--- src/rtl/clkswap_pkg.sv ---
package clkswap_pkg;

  typedef enum logic [1:0] {
    KIND_OTHER0 = 2'b00,
    KIND_PARK   = 2'b01,
    KIND_RESUME = 2'b10,
    KIND_OTHER1 = 2'b11
  } evt_kind_e;

  typedef enum logic [1:0] {
    ACT_NONE,
    ACT_PARK,
    ACT_RESUME,
    ACT_ACK
  } action_e;

  typedef enum logic [1:0] {
    ST_IDLE,
    ST_PARK_WAIT,
    ST_RESUME_WAIT
  } seq_state_e;

  function automatic int settle_count(input int ref_khz, input int usec);
    int raw;
    raw = (ref_khz * usec + 999) / 1000;
    return (raw < 1) ? 1 : raw;
  endfunction

endpackage

--- src/rtl/clkswap_evt_decode.sv ---
module clkswap_evt_decode
  import clkswap_pkg::*;
#(
  parameter int KIND_W = 2
) (
  input  logic              evt_valid,
  input  logic [KIND_W-1:0] evt_kind,
  input  logic              accept_en,
  output action_e           action
);

  always_comb begin
    action = ACT_NONE;
    if (evt_valid && accept_en) begin
      unique case (evt_kind)
        KIND_PARK:   action = ACT_PARK;
        KIND_RESUME: action = ACT_RESUME;
        default:     action = ACT_ACK;
      endcase
    end
  end

endmodule

--- src/rtl/clkswap_settle_timer.sv ---
module clkswap_settle_timer #(
  parameter int CYCLES = 12,
  localparam int CNT_W = $clog2(CYCLES + 1)
) (
  input  logic clk,
  input  logic rst,
  input  logic start,
  output logic last
);

  logic [CNT_W-1:0] remain_q;

  always_ff @(posedge clk) begin
    if (rst) begin
      remain_q <= '0;
    end else if (start) begin
      remain_q <= CNT_W'(CYCLES);
    end else if (remain_q != '0) begin
      remain_q <= remain_q - 1'b1;
    end
  end

  // high in the cycle whose closing edge is the CYCLES-th edge after start
  assign last = (remain_q == CNT_W'(1));

endmodule

--- src/rtl/clkswap_fsm.sv ---
module clkswap_fsm
  import clkswap_pkg::*;
(
  input  logic    clk,
  input  logic    rst,
  input  action_e action,
  input  logic    settle_last,
  output logic    timer_start,
  output logic    accept_en,
  output logic    out_sel,
  output logic    src_sel,
  output logic    busy,
  output logic    done
);

  seq_state_e state_q;

  assign accept_en   = (state_q == ST_IDLE);
  assign timer_start = (action == ACT_PARK) || (action == ACT_RESUME);

  always_ff @(posedge clk) begin
    if (rst) begin
      state_q <= ST_IDLE;
      out_sel <= 1'b0;
      src_sel <= 1'b0;
      busy    <= 1'b0;
      done    <= 1'b0;
    end else begin
      done <= 1'b0;
      unique case (state_q)
        ST_IDLE: begin
          unique case (action)
            ACT_PARK: begin
              out_sel <= 1'b0;
              busy    <= 1'b1;
              state_q <= ST_PARK_WAIT;
            end
            ACT_RESUME: begin
              out_sel <= 1'b1;
              busy    <= 1'b1;
              state_q <= ST_RESUME_WAIT;
            end
            ACT_ACK: begin
              done <= 1'b1;
            end
            default: ;
          endcase
        end
        ST_PARK_WAIT: begin
          if (settle_last) begin
            src_sel <= 1'b1;
            busy    <= 1'b0;
            done    <= 1'b1;
            state_q <= ST_IDLE;
          end
        end
        ST_RESUME_WAIT: begin
          if (settle_last) begin
            busy    <= 1'b0;
            done    <= 1'b1;
            state_q <= ST_IDLE;
          end
        end
        default: state_q <= ST_IDLE;
      endcase
    end
  end

endmodule

--- src/rtl/clk_changeover_seq.sv ---
module clk_changeover_seq
  import clkswap_pkg::*;
#(
  parameter int REF_CLK_KHZ = 24000,
  parameter int SETTLE_US   = 100,
  parameter int KIND_W      = 2,
  localparam int SETTLE_CYCLES = settle_count(REF_CLK_KHZ, SETTLE_US)
) (
  input  logic              clk,
  input  logic              rst,
  input  logic              evt_valid,
  input  logic [KIND_W-1:0] evt_kind,
  output logic              out_sel,
  output logic              src_sel,
  output logic              busy,
  output logic              done
);

  action_e action;
  logic    accept_en;
  logic    timer_start;
  logic    settle_last;

  clkswap_evt_decode #(.KIND_W(KIND_W)) u_decode (
    .evt_valid (evt_valid),
    .evt_kind  (evt_kind),
    .accept_en (accept_en),
    .action    (action)
  );

  clkswap_settle_timer #(.CYCLES(SETTLE_CYCLES)) u_timer (
    .clk   (clk),
    .rst   (rst),
    .start (timer_start),
    .last  (settle_last)
  );

  clkswap_fsm u_fsm (
    .clk         (clk),
    .rst         (rst),
    .action      (action),
    .settle_last (settle_last),
    .timer_start (timer_start),
    .accept_en   (accept_en),
    .out_sel     (out_sel),
    .src_sel     (src_sel),
    .busy        (busy),
    .done        (done)
  );

endmodule

--- config.mk ---
export PLATFORM = sky130hd
export DESIGN_NAME = clk_changeover_seq
export DESIGN_NICKNAME = d
export VERILOG_FILES = /design/src/rtl/clkswap_pkg.sv /design/src/rtl/clkswap_evt_decode.sv /design/src/rtl/clkswap_settle_timer.sv /design/src/rtl/clkswap_fsm.sv /design/src/rtl/clk_changeover_seq.sv
export SDC_FILE = /design/constraint.sdc
export NUM_CORES = 1
export LEC_CHECK = 0
export BUFFER_PORTS_ARGS = -buffer_cell sky130_fd_sc_hd__buf_2
export CAP_MARGIN = 20
export CORE_MARGIN = 10
export CORE_UTILIZATION = 49
export DETAILED_ROUTE_END_ITERATION = 12
export GPL_TIMING_DRIVEN = 0
export PLACE_DENSITY = 0.71
export SLEW_MARGIN = 20
export SYNTH_ARGS = -nofsm -noshare
export SYNTH_HDL_FRONTEND = slang
export SYNTH_HIERARCHICAL = 1
export SYNTH_SLANG_ARGS = --single-unit
--- constraint.sdc ---
create_clock -name clk -period 4.2 [get_ports clk]
set_clock_uncertainty 0.05 [all_clocks]
set_input_delay 0.84 -clock clk [delete_from_list [all_inputs] [get_ports clk]]
set_output_delay 0.84 -clock clk [all_outputs]
set_load 0.01 [all_outputs]
# Yosys cells after proc, flatten, opt, wreduce, memory -nomap -nowiden
# Cells that the tools add are included.
# Widths: inputs -> output; s select.
[totals]
regBits = 18
in_bits = 5
output_inout_bits = 4
elab_cells = 47
[classes]
add_sub_neg = 1
n_eq_ne = 11
muxes = 14
reduce_logical = 14
[op_table]
columns = ["operator", "n"]
rows = [
  ["$mux 12", 2],
  ["$eq 12x1->1 const B", 1],
  ["$pmux 2 s2", 3],
  ["$reduce_bool 12->1", 1],
  ["$sub 12x1->12 const B", 1],
  ["$eq 2x2->1 const B", 4],
  ["$eq 2x1->1 const B", 3],
  ["$pmux 1 s2", 3],
  ["$reduce_and 2->1", 3],
  ["$reduce_bool 2->1", 3],
  ["$reduce_or 2->1", 3],
  ["$mux 1", 4],
  ["$mux 2", 2],
  ["$ne 3x1->1 const B", 1],
  ["$reduce_and 3->1", 1],
  ["$logic_not 2->1", 1],
  ["$ne 2x1->1 const B", 1],
  ["$ne 2x2->1 const B", 1],
  ["$logic_and 1x1->1", 1],
  ["$logic_or 1x1->1", 1],
]

# Depth between registers and ports, before layout
# Gate-level depths: netlist (run 1).
[depth]
depth_word = 7
mapped_depth = 12
depth_no_buf = 11

# Modules after synthesis
# Netlist (run 1), hierarchy kept.
[by_module_without_submodules]
columns = ["module", "instances", "cells_per_inst", "area_each_um2", "seq_area_each_um2"]
rows = [
  ["clkswap_settle_timer", 1, 78, 631.9, 240.2],
  ["clkswap_fsm", 1, 38, 361.6, 120.1],
  ["clkswap_evt_decode", 1, 5, 21.3, 0.0],
]

# Least setup slack after synthesis (run 1)
# OpenSTA, ideal clock, no wires.
[synth_path]
kind = "input -> register"
from = "in evt_valid"
to = "reg u_timer.remain_q[7]"
t_arrival_ps = 2253
required_time_ps = 4091
slack_ps = 1838
path_stages = 9
n_path_buf = 1
path_cell_list = "nand2_1 -> a21oi_1 -> inv_1 -> ha_1 -> inv_1 -> or2_2 -> clkbuf_1 -> a211oi_1 -> a31o_1"
[synth_between]
elab_chain_cells = 5
[synth_rtl]
columns = ["element", "line_no", "text"]
rows = [
  ["start: declaration", "clk_changeover_seq.sv:11", "input logic evt_valid,"],
  ["$logic_and 1x1->1 (*)", "clkswap_evt_decode.sv:14", "if (evt_valid && accept_en) begin"],
  ["$mux 2 (*)", "clkswap_evt_decode.sv:14", ""],
  ["named net action[0]", "clk_changeover_seq.sv:19", "action_e action;"],
  ["$eq 2x1->1 / $eq 2x2->1 (equally long branches)", "clkswap_fsm.sv:19", "assign timer_start = (action == ACT_PARK) || (action == ACT_RESUME);"],
  ["$logic_or 1x1->1 (*)", "clkswap_fsm.sv:19", ""],
  ["named net timer_start", "clk_changeover_seq.sv:21", "logic timer_start;"],
  ["$reduce_or 2->1 (no source line) (*)", "--", ""],
  ["end signal: assignment", "clkswap_settle_timer.sv:17", "remain_q <= CNT_W'(CYCLES);"],
  ["end signal: assignment", "clkswap_settle_timer.sv:19", "remain_q <= remain_q - 1'b1;"],
  ["end: declaration", "clkswap_settle_timer.sv:11", "logic [CNT_W-1:0] remain_q;"],
]
# Mark *: on every way through the listed nets, which the timed path passes. The rest lies on a longest branch.
# A chain may end at the register's enable or synchronous reset.

# Worst setup path in the final report (run 1)
[layout_path]
from = "reg u_fsm.state_q[1]"
to = "reg u_timer.remain_q[7]"
[layout_between]
elab_chain_cells = 6
[layout_rtl]
columns = ["element", "line_no", "text"]
rows = [
  ["start: declaration", "clkswap_fsm.sv:16", "seq_state_e state_q;"],
  ["start signal: assignment", "clkswap_fsm.sv:23", "state_q <= ST_IDLE;"],
  ["start signal: assignment", "clkswap_fsm.sv:36", "state_q <= ST_PARK_WAIT;"],
  ["start signal: assignment", "clkswap_fsm.sv:41", "state_q <= ST_RESUME_WAIT;"],
  ["$logic_not 2->1 (*)", "clkswap_fsm.sv:18", "assign accept_en = (state_q == ST_IDLE);"],
  ["named net accept_en", "clk_changeover_seq.sv:20", "logic accept_en;"],
  ["$logic_and 1x1->1 (*)", "clkswap_evt_decode.sv:14", ""],
  ["$mux 2 (*)", "clkswap_evt_decode.sv:14", ""],
  ["named net action[0]", "clk_changeover_seq.sv:19", ""],
  ["$eq 2x1->1 / $eq 2x2->1 (equally long branches)", "clkswap_fsm.sv:19", ""],
  ["$logic_or 1x1->1 (*)", "clkswap_fsm.sv:19", ""],
  ["named net timer_start", "clk_changeover_seq.sv:21", ""],
  ["$reduce_or 2->1 (no source line) (*)", "--", ""],
]
# Marks and branches as above.

==> results of run 1 <==
==> cell usage after synthesis, types with 2 or more instances <==
cell type,number,area share [%]
o31ai_1,3,2.2
nor2_1,13,4.8
or2b_1,2,1.5
mux2i_1,2,2.0
o21ai_0,2,0.99
nand2_1,8,3.0
ha_1,10,12
a211oi_1,3,2.2
a21oi_1,11,5.4
nor4_1,3,1.8
dfxtp_1,18,36
a31oi_1,4,2.5
or3_1,2,1.2
nand3_1,2,0.99
nor3_1,3,1.5
clkbuf_1,2,0.74
inv_1,14,5.2
==> metal layers <==
metal / track usage, % / share of wire [%]
met1: 12.67 / 49
met2: 13.29 / 45
met3: 2.712 / 5.0
met4: 4.011 / 0.66
met5: 0 / 0
==> cell type report <==
cell class / instances / area (um^2) / share of cell area [%]
buffer: 3 / 12.51 / 1.112
tap: 27 / 33.78 / 3.003
inverter: 14 / 52.55 / 4.672
multi-input combinational: 86 / 589.3 / 52.39
sequential: 18 / 360.3 / 32.04
timing repair buffer: 8 / 40.04 / 3.560
clock buffer: 4 / 36.28 / 3.226
==> stage by stage <==
stage / total power [W] / cell area (um^2) / std cells
4_1_cts: 0.0008524 / 1125 / 160
6_report: 0.0008518 / 1125 / 160
3_3_place_gp: 0.0007290 / 1089 / 156
5_1_grt: 0.0009280 / 1125 / 160
2_1_floorplan: 0.0006456 / 1015 / 121
3_5_place_dp: 0.0007437 / 1089 / 156
==> flip-flops by register name, indices dropped and copies added, names as in the netlist <==
signal / count
u_fsm/src_sel: 1
u_fsm/done: 1
u_timer/remain_q: 12
u_fsm/state_q: 2
u_fsm/out_sel: 1
u_fsm/busy: 1
==> final timing paths <==
path	from	slack, ps	depth (start not counted)	endpoint
max reg2reg	u_fsm/state_q[1]	1820	11	u_timer/remain_q[7]
min reg2reg	u_fsm/src_sel	430	2	u_fsm/src_sel
max	u_fsm/state_q[1]	1820	11	u_timer/remain_q[7]
min	u_fsm/src_sel	430	2	u_fsm/src_sel
==> critical path: stages, from the launching register on <==
cell and delay (ps):
dfxtp_1 340, inv_1 110, ha_1 210, nand2_1 80, a21oi_1 220, inv_1 70, ha_1 320, inv_1 70
or2_2 290, clkbuf_1 220, a211oi_1 240, a31o_1 120
==> power groups by stage <==
stage | Clock [W] | Combinational (W) | Sequential (W)
finish | 0.000108 | 0.000453 | 0.000291
global route | 0.000118 | 0.000511 | 0.000299
CTS | 0.000109 | 0.000453 | 0.000290
detailed placement | 0 | 0.000449 | 0.000294
global placement | 0 | 0.000438 | 0.000291
floorplan | 0 | 0.000360 | 0.000285
==> kinds of logic (layout without fill, tap and decap cells) <==
group / Yosys count / after routing
compound gates: 29 / 29
xor+xnor: 1 / 1
fa+ha+maj: 10 / 10
buf+inv: 17 / 29
flops: 18 / 18
mux: 2 / 2
simple gates: 44 / 44
==> flow_metrics.py, run 1 <==
metrics = {
    "timing": {
        "fin_ws_ps": 1820,
        "period_share_pct": 56.67,
        "slew_headroom_pct": 55.46,
        "whs_ps": 427.0,
        "tightest_slew_ps": 662.1,
        "finalSetupViolCount": 0,
        "fin_setup_tns_ps": 0,
        "finalCriticalPeriod_ps": 2380,
        "rsz0062_at_grt": "false",
        "fmax_mhz": 420.1,
        "report.final.slew_viol_count": 0,
        "hold_viol": 0,
    },
    "finish": {
        "layout_common_cells": "dfxtp_1 (18), inv_1 (14), nor2_1 (13), a21oi_1 (11), ha_1 (10)",
        "area_growth_pct": 10.85,
        "fillers": 196,
        "fin_nets": 149,
        "n_antenna_cell": 0,
        "drive_above_1_share_pct": 13.53,
        "final_util_pct": 57.33,
        "final_common_cell": "dfxtp_1",
    },
    "cts": {
        "numClockSinks": 18,
        "post_cts_buffers": 0,
        "cts.reportedPaths.clkPinSlew_ps": 110,
        "cts_root_buffer": "clkbuf_4",
        "cts-buffers-inserted": 3,
        "holdBufCountCts": 0,
        "cts_resized": 0,
        "clk_path_buf_depth": 2,
        "cts_tree": "yes",
        "h-tree-depth": 1,
        "insertion_delay_ps": 300,
    },
    "run_status": {
        "status": "complete, no violations",
    },
    "worst_hold_path": {
        "hold_path_class": "reg2reg",
    },
    "power_and_ir_drop": {
        "pwr-share-clk_pct": 12.7,
        "p_leak_nw": 0.4744,
        "vdd_drop_max_mv": 0.3829,
        "combPwrFrac_pct": 53.2,
        "power_switching_w": 0.0003735,
        "p_int_w": 0.0004784,
        "seq_power_share_pct": 34.1,
        "p_per_area_nw_per_um2": 757.3,
        "p_sw_share_pct": 43.84,
    },
    "synthesis": {
        "synth.area.mux_share_pct": 1.973,
        "synth_edf_count": 0,
        "synth_seq_cells": 18,
        "synth_cell_type_count": 36,
        "async_flop_share_pct": 0,
        "seq_area_frac_synth_pct": 35.51,
        "synth_cells": 121,
        "synth_top_family_by_area": "simple AND/OR/NAND/NOR gates",
        "synth_top_flop_cell": "dfxtp_1",
        "synth_adder_area_share_pct": 12.33,
        "synthSimpleGateAreaFrac_pct": 24.17,
        "netlist_area_um2": 1015,
        "syn_area_per_cell_um2": 8.386,
        "yosysWarnings": 6,
        "synth_nets": 136,
        "synth_compound_gate_area_share_pct": 18.74,
        "synth_xor_xnor_area_share_pct": 0.8631,
    },
    "critical_path": {
        "crit_required_ps": 4400,
        "critPathArrivalTime_ps": 2580,
        "critical_path.max_fanout": 10,
        "crit_type": "reg2reg",
        "endpoint_kind": "register",
        "cp-start-kind": "register",
    },
    "grt": {
        "grt_pass1_wl_mm": 3.277,
        "antenna_found_initial": 0,
        "grt_max_degree": 13,
        "track_usage_pct": 9.351,
        "grt_pass1_vias": 759,
        "grt_overflow": 0,
    },
    "placed_design": {
        "place_congestion": 0.7731,
        "dp_hpwl_mm": 1.494,
        "pre_cts_slack_ps": 1558,
        "io_buffers": 8,
    },
    "floorplanning": {
        "dieArea_um2": 4291,
        "rows": 16,
        "coreArea_um2": 1962,
        "die_w_um": 65.51,
        "io_pins": 9,
        "die_h_um": 65.51,
        "start_util_pct": 51.72,
    },
    "detailed_routing": {
        "ant_nets": 0,
        "via_per_inst": 5.369,
        "drt_iter0_markers": 35,
        "routed_wl_mm": 1.958,
        "via_count": 859,
        "drt-wirelength-per-cell_um": 12.24,
        "dr.pass1.iters": 4,
        "drc": 0,
    },
    "run": {
        "drv_cap": 0,
    },
}
(Power assumes the default switching activity.)
==> run 2: changes to the inputs <==
==> constraint.sdc (replaced) <==
create_clock -name clk -period 2.2 [get_ports clk]
set_clock_uncertainty 0.05 [all_clocks]
set_input_delay 0.44 -clock clk [delete_from_list [all_inputs] [get_ports clk]]
set_output_delay 0.44 -clock clk [all_outputs]
set_load 0.01 [all_outputs]
==> run 2 against run 1 <==
Effect of this change:
- global-route usage is essentially flat
- sequential share of layout area shrank 0.59 points
- via count grew 1.0%
- flip-flop and latch count is the same
- setup slack lost 1600 ps
- clock-buffer cell count is the same
- non-clock buffer count is the same
- die area is the same
- largest cell class unchanged
==> flow_metrics.py, run 2 (synthesis gave the netlist of run 1 again) <==
metrics = {
    "timing": {
        "fmax_mhz": 496.8,
        "finalSetupViolCount": 0,
        "finalCriticalPeriod_ps": 2013,
        "fin_ws_ps": 187.3,
        "tightest_slew_ps": 514.6,
        "slew_headroom_pct": 65.62,
        "rsz0062_at_grt": "false",
        "period_share_pct": 91.49,
        "report.final.slew_viol_count": 0,
        "hold_viol": 0,
    },
    "critical_path": {
        "crit_slowest_cell": "dfxtp_1",
        "reg2reg_depth": 7,
        "critical_path.max_fanout": 7,
        "slowest_delay_ps": 370,
        "crit_required_ps": 2370,
        "cp-start-kind": "register",
        "regToRegStartpoint": "u_timer/remain_q[0]",
        "crit_type": "reg2reg",
        "regToRegSetupSlack_ps": 190,
        "critPathArrivalTime_ps": 2180,
        "endpoint_kind": "register",
        "r2r-end": "u_timer/remain_q[8]",
        "cp_cell_sequence": "inv_1 -> ha_1 -> or3b_1 -> buf_2 -> or3_1 -> a211o_1 -> a21oi_1",
    },
    "grt": {
        "track_usage_pct": 9.317,
        "grt_overflow": 0,
        "grt_pass1_wl_mm": 3.263,
        "grt_max_degree": 13,
        "grt_pass1_vias": 750,
        "antenna_found_initial": 0,
    },
    "detailed_routing": {
        "via_count": 868,
        "routed_wl_mm": 2.044,
        "via_per_inst": 5.425,
        "ant_nets": 0,
        "drt-wirelength-per-cell_um": 12.78,
        "drc": 0,
        "drt_iter0_markers": 31,
        "dr.pass1.iters": 4,
    },
    "finish": {
        "n_antenna_cell": 0,
        "layout_common_cells": "dfxtp_1 (17), inv_1 (13), nor2_1 (13), a21oi_1 (10)",
        "drive_above_1_share_pct": 18.80,
        "fin_area_um2": 1150,
        "reg_top3": "u_timer/remain_q x12, u_fsm/state_q x2",
        "final_common_cell": "dfxtp_1",
        "regMostFlops": "u_timer/remain_q",
        "largest_reg_flops": 12,
        "fin_nets": 149,
        "area_growth_pct": 13.32,
    },
    "cts": {
        "cts-buffers-inserted": 3,
        "clk_path_buf_depth": 2,
        "numClockSinks": 18,
        "insertion_delay_ps": 300,
        "cts_tree": "yes",
        "cts_root_buffer": "clkbuf_4",
        "cts.reportedPaths.clkPinSlew_ps": 110,
        "holdBufCountCts": 0,
        "h-tree-depth": 1,
    },
    "floorplanning": {
        "coreArea_um2": 1962,
        "die_w_um": 65.51,
        "rows": 16,
        "die_h_um": 65.51,
        "dieArea_um2": 4291,
        "io_pins": 9,
        "start_util_pct": 51.72,
    },
    "run": {
        "drv_cap": 0,
    },
    "placed_design": {
        "dp_hpwl_mm": 1.494,
        "place_congestion": 0.7731,
        "io_buffers": 8,
        "pre_cts_slack_ps": -180.5,
        "place_area_um2": 1089,
    },
    "worst_hold_path": {
        "hold_path_class": "in2reg",
        "hold_depth": 2,
        "min-delay-start": "rst",
        "holdPathEnd": "u_fsm/state_q[0]",
    },
    "power_and_ir_drop": {
        "p_per_area_nw_per_um2": 1455,
        "p_leak_nw": 0.4788,
        "vdd_drop_max_mv": 0.7421,
    },
    "run_status": {
        "status": "complete, no violations",
    },
}
## run 2: critical path, delay by kind of cell (launching register included)
kind            cells  cell delay, ps
simple gates        2             670
fa+ha+maj           1             180
compound gates      2             400
flops               1             370
buf+inv             2             260
## run 2: metrics by stage
step,utilization (%),cells,total power [W],hold WS [ps],setup TNS [ps]
4_1_cts,57.33,159,0.001627,416.0,0
5_1_grt,58.61,160,0.001813,415.6,0
6_report,58.61,160,0.001673,417.2,0
2_1_floorplan,-,121,0.001233,421.6,0
3_3_place_gp,55.48,156,0.001392,407.3,-185.3
3_5_place_dp,55.48,156,0.001420,407.8,-375.2
## run 2: worst max-delay path by stage
stage	to	cells past startpoint	slack, ps	from
floorplan	u_timer/remain_q[7]	11	90	u_fsm/state_q[0]
detailed placement	u_timer/remain_q[7]	11	-180	u_fsm/state_q[1]
global route	u_timer/remain_q[7]	10	30	u_fsm/state_q[0]
CTS	u_timer/remain_q[7]	10	10	u_fsm/state_q[1]
finish	u_timer/remain_q[8]	7	190	u_timer/remain_q[0]
global placement	u_timer/remain_q[7]	11	-90	u_fsm/state_q[1]
## run 2: area by class of cell
| type | instances | area (um^2) |
|---|---|---|
| plain buffers | 2 | 8.758 |
| flip-flops and latches | 18 | 361.6 |
| inverters | 14 | 52.55 |
| repair buffers | 9 | 47.55 |
| clock buffers | 4 | 36.28 |
| multi-input cells | 86 | 609.3 |
| well taps | 27 | 33.78 |
| fillers | 196 | 812.0 |
## run 2: power by group
group,total (W),internal (W),switching [W],leakage [nW]
Sequential,0.000562,0.000442,0.000119,0.149
Combinational,0.000905,0.000391,0.000515,0.309
Clock,0.000206,0.000101,0.000105,0.0210
Total,0.00167,0.000934,0.000739,0.479
## run 2: per-layer routing
layer	global-route usage (%)	wire (um)	part of all wire [%]
met5	0	0	0
met4	4.011	13	0.64
met3	2.712	84	4.1
met1	12.57	1018	50
met2	13.29	928	45
## run 2: what timing repair did
action / CTS / global route
pin swaps: 0 / 1
setup buffers: 0 / 1
hold endpoints to repair: 0 / 0
resized for setup: 1 / 6
cloned: 0 / 0
setup endpoints to repair: 6 / 9
==> run 3: changes to the inputs <==
--- a/config.mk
+++ b/config.mk
@@ -11,6 +11,7 @@
 export CORE_UTILIZATION = 49
 export DETAILED_ROUTE_END_ITERATION = 12
 export GPL_TIMING_DRIVEN = 0
+export MAX_ROUTING_LAYER = met4
 export PLACE_DENSITY = 0.71
 export SLEW_MARGIN = 20
 export SYNTH_ARGS = -nofsm -noshare
==> run 3 against run 2 <==
Effect of this change:
- die area unchanged
- wire length rose by 0.78%
- critical endpoint unchanged
- non-clock buffer count did not move
- first-iteration DRC count is the same
- flip-flop and latch count unchanged
- sequential power is essentially flat
- register-to-register slack about the same
- critical path type unchanged
- cell count is the same
- combinational power grew 0.4%
- largest power group unchanged
- critical path depth unchanged
- clock-buffer cell count unchanged
==> flow_metrics.py, run 3 (synthesis gave the netlist of run 1 again) <==
metrics = {
    "run_status": {
        "status": "complete, no violations",
    },
    "placed_design": {
        "dp.cells": 156,
        "place_congestion": 0.7836,
        "io_buffers": 8,
        "dp_hpwl_mm": 1.494,
        "place_area_um2": 1089,
        "pre_cts_slack_ps": -180.5,
    },
    "critical_path": {
        "endpoint_kind": "register",
        "r2r-end": "u_timer/remain_q[8]",
        "cp_cell_sequence": "inv_1 -> ha_1 -> or3b_1 -> buf_2 -> or3_1 -> a211o_1 -> a21oi_1",
        "slowest_delay_ps": 370,
        "cp-start-kind": "register",
        "crit_type": "reg2reg",
        "regToRegSetupSlack_ps": 180,
        "path_buf_inv": 2,
        "reg2reg_depth": 7,
        "regToRegStartpoint": "u_timer/remain_q[0]",
        "critical_path.max_fanout": 7,
        "crit_required_ps": 2370,
        "critPathArrivalTime_ps": 2190,
        "cp_top_family": "simple AND/OR/NAND/NOR gates",
        "crit_slowest_cell": "dfxtp_1",
    },
    "worst_hold_path": {
        "holdPathEnd": "u_fsm/state_q[0]",
        "hold_path_class": "in2reg",
        "min-delay-start": "rst",
        "hold_depth": 2,
    },
    "timing": {
        "hold_viol": 0,
        "fmax_mhz": 495.0,
        "tightest_slew_ps": 496.8,
        "rsz0062_at_grt": "false",
        "finalCriticalPeriod_ps": 2020,
        "slew_headroom_pct": 66.81,
        "report.final.slew_viol_count": 0,
        "fin_ws_ps": 179.7,
        "period_share_pct": 91.83,
        "finalSetupViolCount": 0,
    },
    "grt": {
        "antenna_found_initial": 0,
        "grt_pass1_vias": 749,
        "track_usage_pct": 9.581,
        "grt_max_degree": 13,
        "grt_pass1_wl_mm": 3.270,
        "grt_overflow": 0,
    },
    "cts": {
        "clk_path_buf_depth": 2,
        "cts-buffers-inserted": 3,
        "insertion_delay_ps": 290,
        "numClockSinks": 18,
        "holdBufCountCts": 0,
        "cts_root_buffer": "clkbuf_4",
        "cts_tree": "yes",
        "h-tree-depth": 1,
        "cts.reportedPaths.clkPinSlew_ps": 110,
    },
    "detailed_routing": {
        "ant_nets": 0,
        "via_count": 883,
        "via_per_inst": 5.519,
        "dr.pass1.iters": 5,
        "drc": 0,
        "drt_iter0_markers": 31,
        "routed_wl_mm": 2.060,
        "drt-wirelength-per-cell_um": 12.88,
    },
    "finish": {
        "fin_nets": 149,
        "drive_above_1_share_pct": 18.80,
        "largest_reg_flops": 12,
        "fin_area_um2": 1150,
        "reg_top3": "u_timer/remain_q x12, u_fsm/state_q x2",
        "fillers": 196,
        "n_antenna_cell": 0,
        "final_util_pct": 58.61,
        "multi_input_area_um2": 609.3,
        "area_growth_pct": 13.32,
        "regMostFlops": "u_timer/remain_q",
        "fin_cells": 160,
        "layout_common_cells": "dfxtp_1 (17), inv_1 (13), nor2_1 (13), a21oi_1 (10)",
        "regArea_um2": 361.6,
        "final_common_cell": "dfxtp_1",
    },
    "floorplanning": {
        "die_w_um": 65.51,
        "io_pins": 9,
        "rows": 16,
        "start_util_pct": 51.72,
        "coreArea_um2": 1962,
        "die_h_um": 65.51,
        "dieArea_um2": 4291,
    },
    "power_and_ir_drop": {
        "p_per_area_nw_per_um2": 1457,
        "vdd_drop_max_mv": 0.7426,
        "p_leak_nw": 0.4788,
        "power.total_w": 0.001675,
    },
    "run": {
        "drv_cap": 0,
    },
}
## run 3: metrics by stage
stage          TNS (ps)  hold slack (ps)
6_report              0            418.2
5_1_grt               0            415.5
4_1_cts               0            416.0
3_5_place_dp     -375.2            407.8
3_3_place_gp     -185.3            407.3
2_1_floorplan         0            421.6
## run 3: what timing repair did
action,in CTS,in global routing
setup endpoints to repair,6,9
resized for setup,1,6
pin swaps,0,1
cloned,0,0
setup buffers,0,1
## run 3: power by group
| part | leakage [nW] | switching, W | internal (W) |
|---|---|---|---|
| Clock | 0.0210 | 0.000103 | 0.000101 |
| Combinational | 0.309 | 0.000518 | 0.000391 |
| Sequential | 0.149 | 0.000120 | 0.000442 |
## run 3: worst max-delay path by stage
stage / slack, ps / cells past startpoint / to / startpoint
2_1_floorplan: 90 / 11 / u_timer/remain_q[7] / u_fsm/state_q[0]
3_3_place_gp: -90 / 11 / u_timer/remain_q[7] / u_fsm/state_q[1]
3_5_place_dp: -180 / 11 / u_timer/remain_q[7] / u_fsm/state_q[1]
4_1_cts: 10 / 10 / u_timer/remain_q[7] / u_fsm/state_q[1]
5_1_grt: 30 / 10 / u_timer/remain_q[7] / u_fsm/state_q[0]
6_report: 180 / 7 / u_timer/remain_q[8] / u_timer/remain_q[0]
## run 3: layout make-up
| type | instances | share of cell area (%) |
|---|---|---|
| inverters | 14 | 4.570 |
| flip-flops and latches | 18 | 31.45 |
| multi-input cells | 86 | 52.99 |
| well taps | 27 | 2.938 |
| repair buffers | 9 | 4.135 |
| clock buffers | 4 | 3.156 |
| plain buffers | 2 | 0.7617 |
## run 3: routing by layer
layer  up-vias  track usage [%]  wire length (um)
met3         4            2.712                89
met1       409            12.57              1019
li1        449                -                 -
met5         -                -                 0
met2        21            13.29               939
met4         0            4.011                13
